$ cat src/rtl/dacclk_pkg.sv
package dacclk_pkg;

  // Width of one channel sample; must be a power of two.
  localparam int unsigned SAMPLE_W = 16;

  // Half-periods of the system clock in one frame: two channel words,
  // each bit spans four system-clock cycles of two half-periods.
  localparam int unsigned FRAME_HALVES = 16 * SAMPLE_W;
  localparam int unsigned PHASE_W      = $clog2(FRAME_HALVES);

  typedef struct packed {
    logic [SAMPLE_W-1:0] left;
    logic [SAMPLE_W-1:0] right;
  } stereo_pair_t;

endpackage

$ cat src/rtl/dacclk_frac_div.sv
module dacclk_frac_div #(
  parameter int unsigned DIV_NUM = 128,
  parameter int unsigned DIV_DEN = 3125
) (
  input  logic clk_i,
  input  logic rst_i,
  output logic tick_o
);

  localparam int unsigned ACC_W = $clog2(DIV_DEN + DIV_NUM) + 1;
  localparam logic [ACC_W-1:0] STEP  = ACC_W'(DIV_NUM);
  localparam logic [ACC_W-1:0] LIMIT = ACC_W'(DIV_DEN);

  logic [ACC_W-1:0] acc_q;
  logic [ACC_W-1:0] acc_sum;
  logic             tick_q;

  assign acc_sum = acc_q + STEP;
  assign tick_o  = tick_q;

  always_ff @(posedge clk_i) begin
    if (rst_i) begin
      acc_q  <= '0;
      tick_q <= 1'b0;
    end else if (acc_sum >= LIMIT) begin
      acc_q  <= acc_sum - LIMIT;
      tick_q <= 1'b1;
    end else begin
      acc_q  <= acc_sum;
      tick_q <= 1'b0;
    end
  end

  // the residue always stays below the denominator
  a_r3_acc_bound: assert property (@(posedge clk_i) disable iff (rst_i)
    acc_q < LIMIT);

  generate
    if (2 * DIV_NUM <= DIV_DEN) begin : g_spacing
      // with a ratio of two or more, ticks are never adjacent
      a_r3_tick_spacing: assert property (@(posedge clk_i) disable iff (rst_i)
        tick_q |=> !tick_q);
    end
  endgenerate

endmodule

$ cat src/rtl/dacclk_phase.sv
module dacclk_phase #(
  parameter int unsigned CNT_W = 8
) (
  input  logic             clk_i,
  input  logic             rst_i,
  input  logic             tick_i,
  output logic [CNT_W-1:0] cnt_o,
  output logic [CNT_W-1:0] cnt_nxt_o
);

  logic [CNT_W-1:0] cnt_q;

  assign cnt_o     = cnt_q;
  assign cnt_nxt_o = cnt_q + 1'b1;

  // Reset to the last phase so that the first tick opens a frame.
  always_ff @(posedge clk_i) begin
    if (rst_i)       cnt_q <= '1;
    else if (tick_i) cnt_q <= cnt_nxt_o;
  end

  // the phase advances by exactly one step per tick
  a_r1_phase_step: assert property (@(posedge clk_i) disable iff (rst_i)
    tick_i |=> cnt_q == CNT_W'($past(cnt_q) + 1'b1));

  // without a tick the phase holds
  a_r1_phase_hold: assert property (@(posedge clk_i) disable iff (rst_i)
    !tick_i |=> $stable(cnt_q));

endmodule

$ cat src/rtl/dacclk_sample_hold.sv
module dacclk_sample_hold
  import dacclk_pkg::*;
#(
  parameter int unsigned CNT_W = PHASE_W
) (
  input  logic                clk_i,
  input  logic                rst_i,
  input  logic                tick_i,
  input  logic [CNT_W-1:0]    cnt_i,
  input  logic [CNT_W-1:0]    cnt_nxt_i,
  input  logic                valid_i,
  input  logic [SAMPLE_W-1:0] left_i,
  input  logic [SAMPLE_W-1:0] right_i,
  output logic                ready_o,
  output stereo_pair_t        pair_o
);

  // The last system-clock cycle of a frame covers the final two phases.
  localparam logic [CNT_W-1:0] OPEN_AT = ~CNT_W'(1);

  logic         win_q;
  logic         taken_q;
  logic         accept;
  stereo_pair_t pair_q;

  // No acceptance on a tick cycle: the frame boundary reads a steady pair.
  assign ready_o = win_q & ~taken_q & ~tick_i;
  assign accept  = valid_i & ready_o;
  assign pair_o  = pair_q;

  always_ff @(posedge clk_i) begin
    if (rst_i) begin
      win_q   <= 1'b0;
      taken_q <= 1'b0;
      pair_q  <= '0;
    end else begin
      if (tick_i) begin
        win_q <= &cnt_nxt_i[CNT_W-1:1];
        if (cnt_nxt_i == OPEN_AT) taken_q <= 1'b0;
      end
      if (accept) begin
        taken_q     <= 1'b1;
        pair_q.left  <= left_i;
        pair_q.right <= right_i;
      end
    end
  end

  // ready only inside the closing system-clock cycle of the frame
  a_r6_ready_window: assert property (@(posedge clk_i) disable iff (rst_i)
    ready_o |-> cnt_i >= OPEN_AT);

  // at most one pair per window
  a_r6_single_accept: assert property (@(posedge clk_i) disable iff (rst_i)
    accept |=> !ready_o);

  // the held pair changes only on an accepted handshake
  a_r7_pair_hold: assert property (@(posedge clk_i) disable iff (rst_i)
    !accept |=> $stable(pair_q));

endmodule

$ cat src/rtl/dacclk_serializer.sv
module dacclk_serializer
  import dacclk_pkg::*;
#(
  parameter int unsigned CNT_W = PHASE_W
) (
  input  logic             clk_i,
  input  logic             rst_i,
  input  logic             tick_i,
  input  logic [CNT_W-1:0] cnt_nxt_i,
  input  stereo_pair_t     pair_i,
  output logic             sysclk_o,
  output logic             bitclk_o,
  output logic             wordclk_o,
  output logic             sdata_o
);

  localparam int unsigned IDX_W = CNT_W - 4;

  stereo_pair_t     frame_q;
  stereo_pair_t     src;
  logic [IDX_W-1:0] bit_sel;
  logic             frame_start;
  logic             bit_start;
  logic             next_bit;
  logic             sys_q, bit_q, word_q, data_q;

  assign frame_start = (cnt_nxt_i == '0);
  assign bit_start   = (cnt_nxt_i[2:0] == 3'b000);
  // First bit of a frame is taken straight from the incoming pair.
  assign src         = frame_start ? pair_i : frame_q;
  // MSB first: bit position is the complement of the bit index.
  assign bit_sel     = ~cnt_nxt_i[CNT_W-2:3];
  assign next_bit    = cnt_nxt_i[CNT_W-1] ? src.right[bit_sel] : src.left[bit_sel];

  always_ff @(posedge clk_i) begin
    if (rst_i) begin
      frame_q <= '0;
      sys_q   <= 1'b0;
      bit_q   <= 1'b0;
      word_q  <= 1'b0;
      data_q  <= 1'b0;
    end else if (tick_i) begin
      sys_q  <= cnt_nxt_i[0];
      bit_q  <= cnt_nxt_i[2];
      word_q <= ~cnt_nxt_i[CNT_W-1];
      if (frame_start) frame_q <= pair_i;
      if (bit_start)   data_q  <= next_bit;
    end
  end

  assign sysclk_o  = sys_q;
  assign bitclk_o  = bit_q;
  assign wordclk_o = word_q;
  assign sdata_o   = data_q;

  // data moves only while the bit clock is low
  a_r5_data_bclk_low: assert property (@(posedge clk_i) disable iff (rst_i)
    !$stable(data_q) |-> !bit_q);

  // word clock moves only while the bit clock is low
  a_r4_word_bclk_low: assert property (@(posedge clk_i) disable iff (rst_i)
    !$stable(word_q) |-> !bit_q);

  // the bit clock rises on a falling system-clock edge
  a_r2_bclk_rise_phase: assert property (@(posedge clk_i) disable iff (rst_i)
    $rose(bit_q) |-> !sys_q);

  // outputs move only on divider ticks
  a_r3_outputs_on_tick: assert property (@(posedge clk_i) disable iff (rst_i)
    !tick_i |=> $stable({sys_q, bit_q, word_q, data_q}));

endmodule

$ cat src/rtl/dacclk_gen.sv
module dacclk_gen
  import dacclk_pkg::*;
#(
  parameter int unsigned DIV_NUM = 128,
  parameter int unsigned DIV_DEN = 3125
) (
  input  logic                clk_i,
  input  logic                rst_i,
  input  logic                in_valid_i,
  input  logic [SAMPLE_W-1:0] in_left_i,
  input  logic [SAMPLE_W-1:0] in_right_i,
  output logic                in_ready_o,
  output logic                sysclk_o,
  output logic                bitclk_o,
  output logic                wordclk_o,
  output logic                sdata_o
);

  logic               tick;
  logic [PHASE_W-1:0] phase;
  logic [PHASE_W-1:0] phase_nxt;
  stereo_pair_t       pair;

  dacclk_frac_div #(
    .DIV_NUM (DIV_NUM),
    .DIV_DEN (DIV_DEN)
  ) u_div (
    .clk_i  (clk_i),
    .rst_i  (rst_i),
    .tick_o (tick)
  );

  dacclk_phase #(
    .CNT_W (PHASE_W)
  ) u_phase (
    .clk_i     (clk_i),
    .rst_i     (rst_i),
    .tick_i    (tick),
    .cnt_o     (phase),
    .cnt_nxt_o (phase_nxt)
  );

  dacclk_sample_hold #(
    .CNT_W (PHASE_W)
  ) u_hold (
    .clk_i     (clk_i),
    .rst_i     (rst_i),
    .tick_i    (tick),
    .cnt_i     (phase),
    .cnt_nxt_i (phase_nxt),
    .valid_i   (in_valid_i),
    .left_i    (in_left_i),
    .right_i   (in_right_i),
    .ready_o   (in_ready_o),
    .pair_o    (pair)
  );

  dacclk_serializer #(
    .CNT_W (PHASE_W)
  ) u_ser (
    .clk_i     (clk_i),
    .rst_i     (rst_i),
    .tick_i    (tick),
    .cnt_nxt_i (phase_nxt),
    .pair_i    (pair),
    .sysclk_o  (sysclk_o),
    .bitclk_o  (bitclk_o),
    .wordclk_o (wordclk_o),
    .sdata_o   (sdata_o)
  );

endmodule

$ cat config.mk
export PLATFORM = sky130hd
export DESIGN_NAME = dacclk_gen
export DESIGN_NICKNAME = d
export VERILOG_FILES = /design/src/rtl/dacclk_pkg.sv /design/src/rtl/dacclk_frac_div.sv /design/src/rtl/dacclk_phase.sv /design/src/rtl/dacclk_sample_hold.sv /design/src/rtl/dacclk_serializer.sv /design/src/rtl/dacclk_gen.sv
export SDC_FILE = /design/constraint.sdc
export NUM_CORES = 1
export LEC_CHECK = 0
export BUFFER_PORTS_ARGS = -buffer_cell sky130_fd_sc_hd__buf_4
export CAP_MARGIN = 20
export CORE_ASPECT_RATIO = 2
export CORE_MARGIN = 2
export CORE_UTILIZATION = 30
export DETAILED_ROUTE_END_ITERATION = 7
export GPL_TIMING_DRIVEN = 0
export MAX_ROUTING_LAYER = met4
export SETUP_SLACK_MARGIN = 0.4
export SYNTH_ARGS = -nofsm -noshare
export SYNTH_HDL_FRONTEND = slang
export SYNTH_SLANG_ARGS = --single-unit
$ cat constraint.sdc
create_clock -name clk_i -period 3.74 [get_ports clk_i]
set_clock_uncertainty 0.2 [all_clocks]
set_input_delay 0.561 -clock clk_i [delete_from_list [all_inputs] [get_ports clk_i]]
set_output_delay 0.561 -clock clk_i [all_outputs]
set_load 0.005 [all_outputs]
==> impl_results.md <==
- Final period util: 0.8107
- Io pins: 40
- Root Buffer: clkbuf_16
- Power density of the placed cells: 398.1 nW/um2
- DR iter-0 viols: 172
- P_leak: 0.001776 uW
- Die width: 87.05 um
- Most common cell after layout, fill and taps aside: nand2_1
- Crit path time final: 3.032 ns
- Share of the synthesized area in the top cell type: 0.4451
- Postcts setup bufs: 0
- Post-place setup slack: 0.6486 ns
- Worst hold path type: reg -> reg
- Largest family of logic cells by synthesized area: simple AND/OR/NAND/NOR gates
- Final Hold Vio Count: 0
- Worst R2R Setup Slack: 0.71 ns
- DRC viols: 0
- Mapped Avg Cell Area: 7.837 um2
- Core area: 13,440 um2
- Rel. slew slack: 0.5830
- Num CTS Buffers: 9
- Setup TNS: 0 ns
- Mapped cell area: 4138 um2
- Post-synth EDFFs: 0
- Most frequent cells in the layout: nand2_1 (153), dfxtp_1 (92), a21oi_1 (77), buf_4 (40), clkbuf_1 (25)
- Fraction of registers with async set/reset: 0
- Worst EP required: 3.81 ns
- Cell Chain, Critical Path: ha_1, buf_2, nand3_1, xnor2_2, nor2_1, clkbuf_1, nand3_1, clkbuf_1, nand2_1, a21oi_1
- Clock-pin slew on the worst setup and hold paths: 0.07 ns
- Run status: finished, final reports clean
- Total of warnings raised by yosys: 0
- Main synth FF type: dfxtp_1
- Post-synthesis mux area share: 0.01512
- Clk sinks: 92
- Layout area overhead: 19.02%
- Area after DPL: 4617 um2
- Delay-heaviest family, CP: buffers and inverters
- Share of cells above drive strength 1: 0.1375
- Final Net Count: 618
- Worst EP arrival: 3.11 ns
- Fmax: 329.8 MHz
- Worst Path Buf+Inv: 3
- FP Rows: 60
- Die Area: 14,810 um2
- Drt first pass iters: 4
- CTS tree: built
- Final setup margin: 0.7080 ns
- Final HPWL DP: 8.249 mm
- RSZ-0062 raised after global routing: false
- Dpl cells: 721
- Fraction of the mapped netlist area in adder cells: 0.01814
- Pwr Total: 1961 uW
- Largest net degree at the start of global routing: 17
- Least-Margin Pin Slew: 0.6256 ns
- Antenna Nets Post-Route: 0
- Slowest CP cell: dfxtp_1
- Layout Cells excl Fill: 737
- Seq/Total Area, Yosys: 0.4451
- Synth Area in XOR/XNOR: 0.05473
- Worst skew pair latency: 0.35 ns
- CP Capture Type: flop
- Flip-flop and latch area: 1842 um2
- Library cells used by synthesis: 53
- CTS Buffer Depth: 2
- # hold bufs at CTS: 0
- Cells after Synth: 528
- Crit-path max cell delay: 0.51 ns
- Syn nets: 569
- RD Place Congestion: 0.9078
- Top cells by area, synth: dfxtp_1 (45%), nand2_1 (14%), a21oi_1 (9.3%), xnor2_1 (2.8%), xor2_1 (2.3%)
- Simple-gate portion of the synthesized area: 0.2570
- Starting Density: 0.3079
- VDD IR max: 0.2260 mV
- Die height: 170.1 um
- Global-route wire length before repair: 17.40 mm
- Routed vias: 3,667
- GRT overflow: 0
- Final number of setup-violating endpoints: 0
- Port buffer count: 38
- Compound-Gate Fraction of Synth Area: 0.1609
- Via density: 4.976
- Area of the multi-input gates: 2101 um2
- Max Cap Viol: 0
- Wirelength per Cell: 14.40 um
- Final Max Slew Viols: 0
- Number of diodes: 0
- Number of global-route vias before repair: 3,735
- CP Class: reg -> reg
- Initial antenna violation count: 0
- Cell type with the largest total area after synthesis: dfxtp_1
- Final Cell Area: 4925 um2
- Number of synthesized register bits: 92
- Htree depth: 3
- DRT Wirelength: 10.62 mm
- Crit-path max FO: 10
- GR Util All Layers: 0.1552
- Fill cells: 1,425
- Crit path launch type: flop
-- state kept, by name (all words and copies together), names as in the netlist --
register / count
u_phase.cnt_o: 8
u_ser.frame_q: 32
u_ser.sdata_o: 1
u_div.tick_o: 1
u_ser.sysclk_o: 1
u_div.acc_q: 13
u_hold.taken_q: 1
u_hold.win_q: 1
u_ser.wordclk_o: 1
u_ser.bitclk_o: 1
u_hold.pair_o: 32
-- metal layers --
| layer | vias up | GRT usage | part of all wire |
|---|---|---|---|
| met5 | - | - | 0 |
| met4 | 0 | 0.07948 | 0.041 |
| met3 | 28 | 0.02813 | 0.028 |
| met2 | 59 | 0.2944 | 0.57 |
| met1 | 1703 | 0.1414 | 0.36 |
| li1 | 1877 | - | - |
-- cells by family after synthesis --
| family | count (synthesis) |
|---|---|
| AO/OA/AOI/OAI | 115 |
| flip-flops | 92 |
| AND/OR/NAND/NOR | 239 |
| XOR/XNOR | 25 |
| buffers and inverters | 45 |
| adder cells (fa/ha/maj) | 6 |
| multiplexers | 6 |
-- stage by stage --
| step | hold WS (ns) | util |
|---|---|---|
| after global placement | 0.2418 | 0.3436 |
| final | 0.2469 | 0.3665 |
| after detailed placement | 0.2452 | 0.3436 |
| after floorplan | 0.2321 | - |
| after global routing | 0.2668 | 0.3665 |
| after CTS | 0.2491 | 0.3659 |
-- worst min-delay path, delay by kind of cell, from the launching register on --
| kind | cells | cell delay [ns] |
|---|---|---|
| AOI/OAI and AO/OA | 1 | 0.05 |
| and+or+nand+nor | 1 | 0.05 |
| DFF | 1 | 0.31 |
-- timing repair --
item	in CTS	in global routing
gates resized for setup	0	1
endpoints found under the hold margin	0	0
setup endpoints to repair	0	30
-- path summary, 6_finish.rpt --
kind         cells past startpoint                           start                        endpoint
max                             10   u_phase.cnt_o[1]$_SDFFE_PP1P_   u_ser.frame_q[3]$_SDFFE_PP0P_
min                              2  u_hold.pair_o[17]$_SDFFE_PP0P_  u_ser.frame_q[17]$_SDFFE_PP0P_
max reg2reg                     10   u_phase.cnt_o[1]$_SDFFE_PP1P_   u_ser.frame_q[3]$_SDFFE_PP0P_
min reg2reg                      2  u_hold.pair_o[17]$_SDFFE_PP0P_  u_ser.frame_q[17]$_SDFFE_PP0P_
-- synthesized netlist by cell type (all sizes together) (3+ instances only) --
library cell  count
xnor2            14
xor2             11
a211oi            5
a21oi            77
o21ai            12
nand2b            8
nor2             25
nand2           154
and3              4
mux2i             4
ha                6
nand4             3
a221o             3
inv               8
buf              13
nor4              3
or3b              3
or3               7
nand3            17
nor3              8
a221oi            4
dfxtp            92
clkbuf           24
-- where the power goes --
part           internal, uW  switching, uW
Sequential              982           3.50
Clock                   524            391
Combinational          31.4           29.2
-- area by class of cell --
cell class | instances | share of cell area
well taps | 155 | 0.03938
multi-input cells | 391 | 0.4266
repair buffers | 38 | 0.05793
clock inverters | 6 | 0.01448
plain buffers | 37 | 0.03506
inverters | 8 | 0.006098
flip-flops and latches | 92 | 0.3740
clock buffers | 10 | 0.04649
Note: power is estimated with default switching activity, not from simulation.
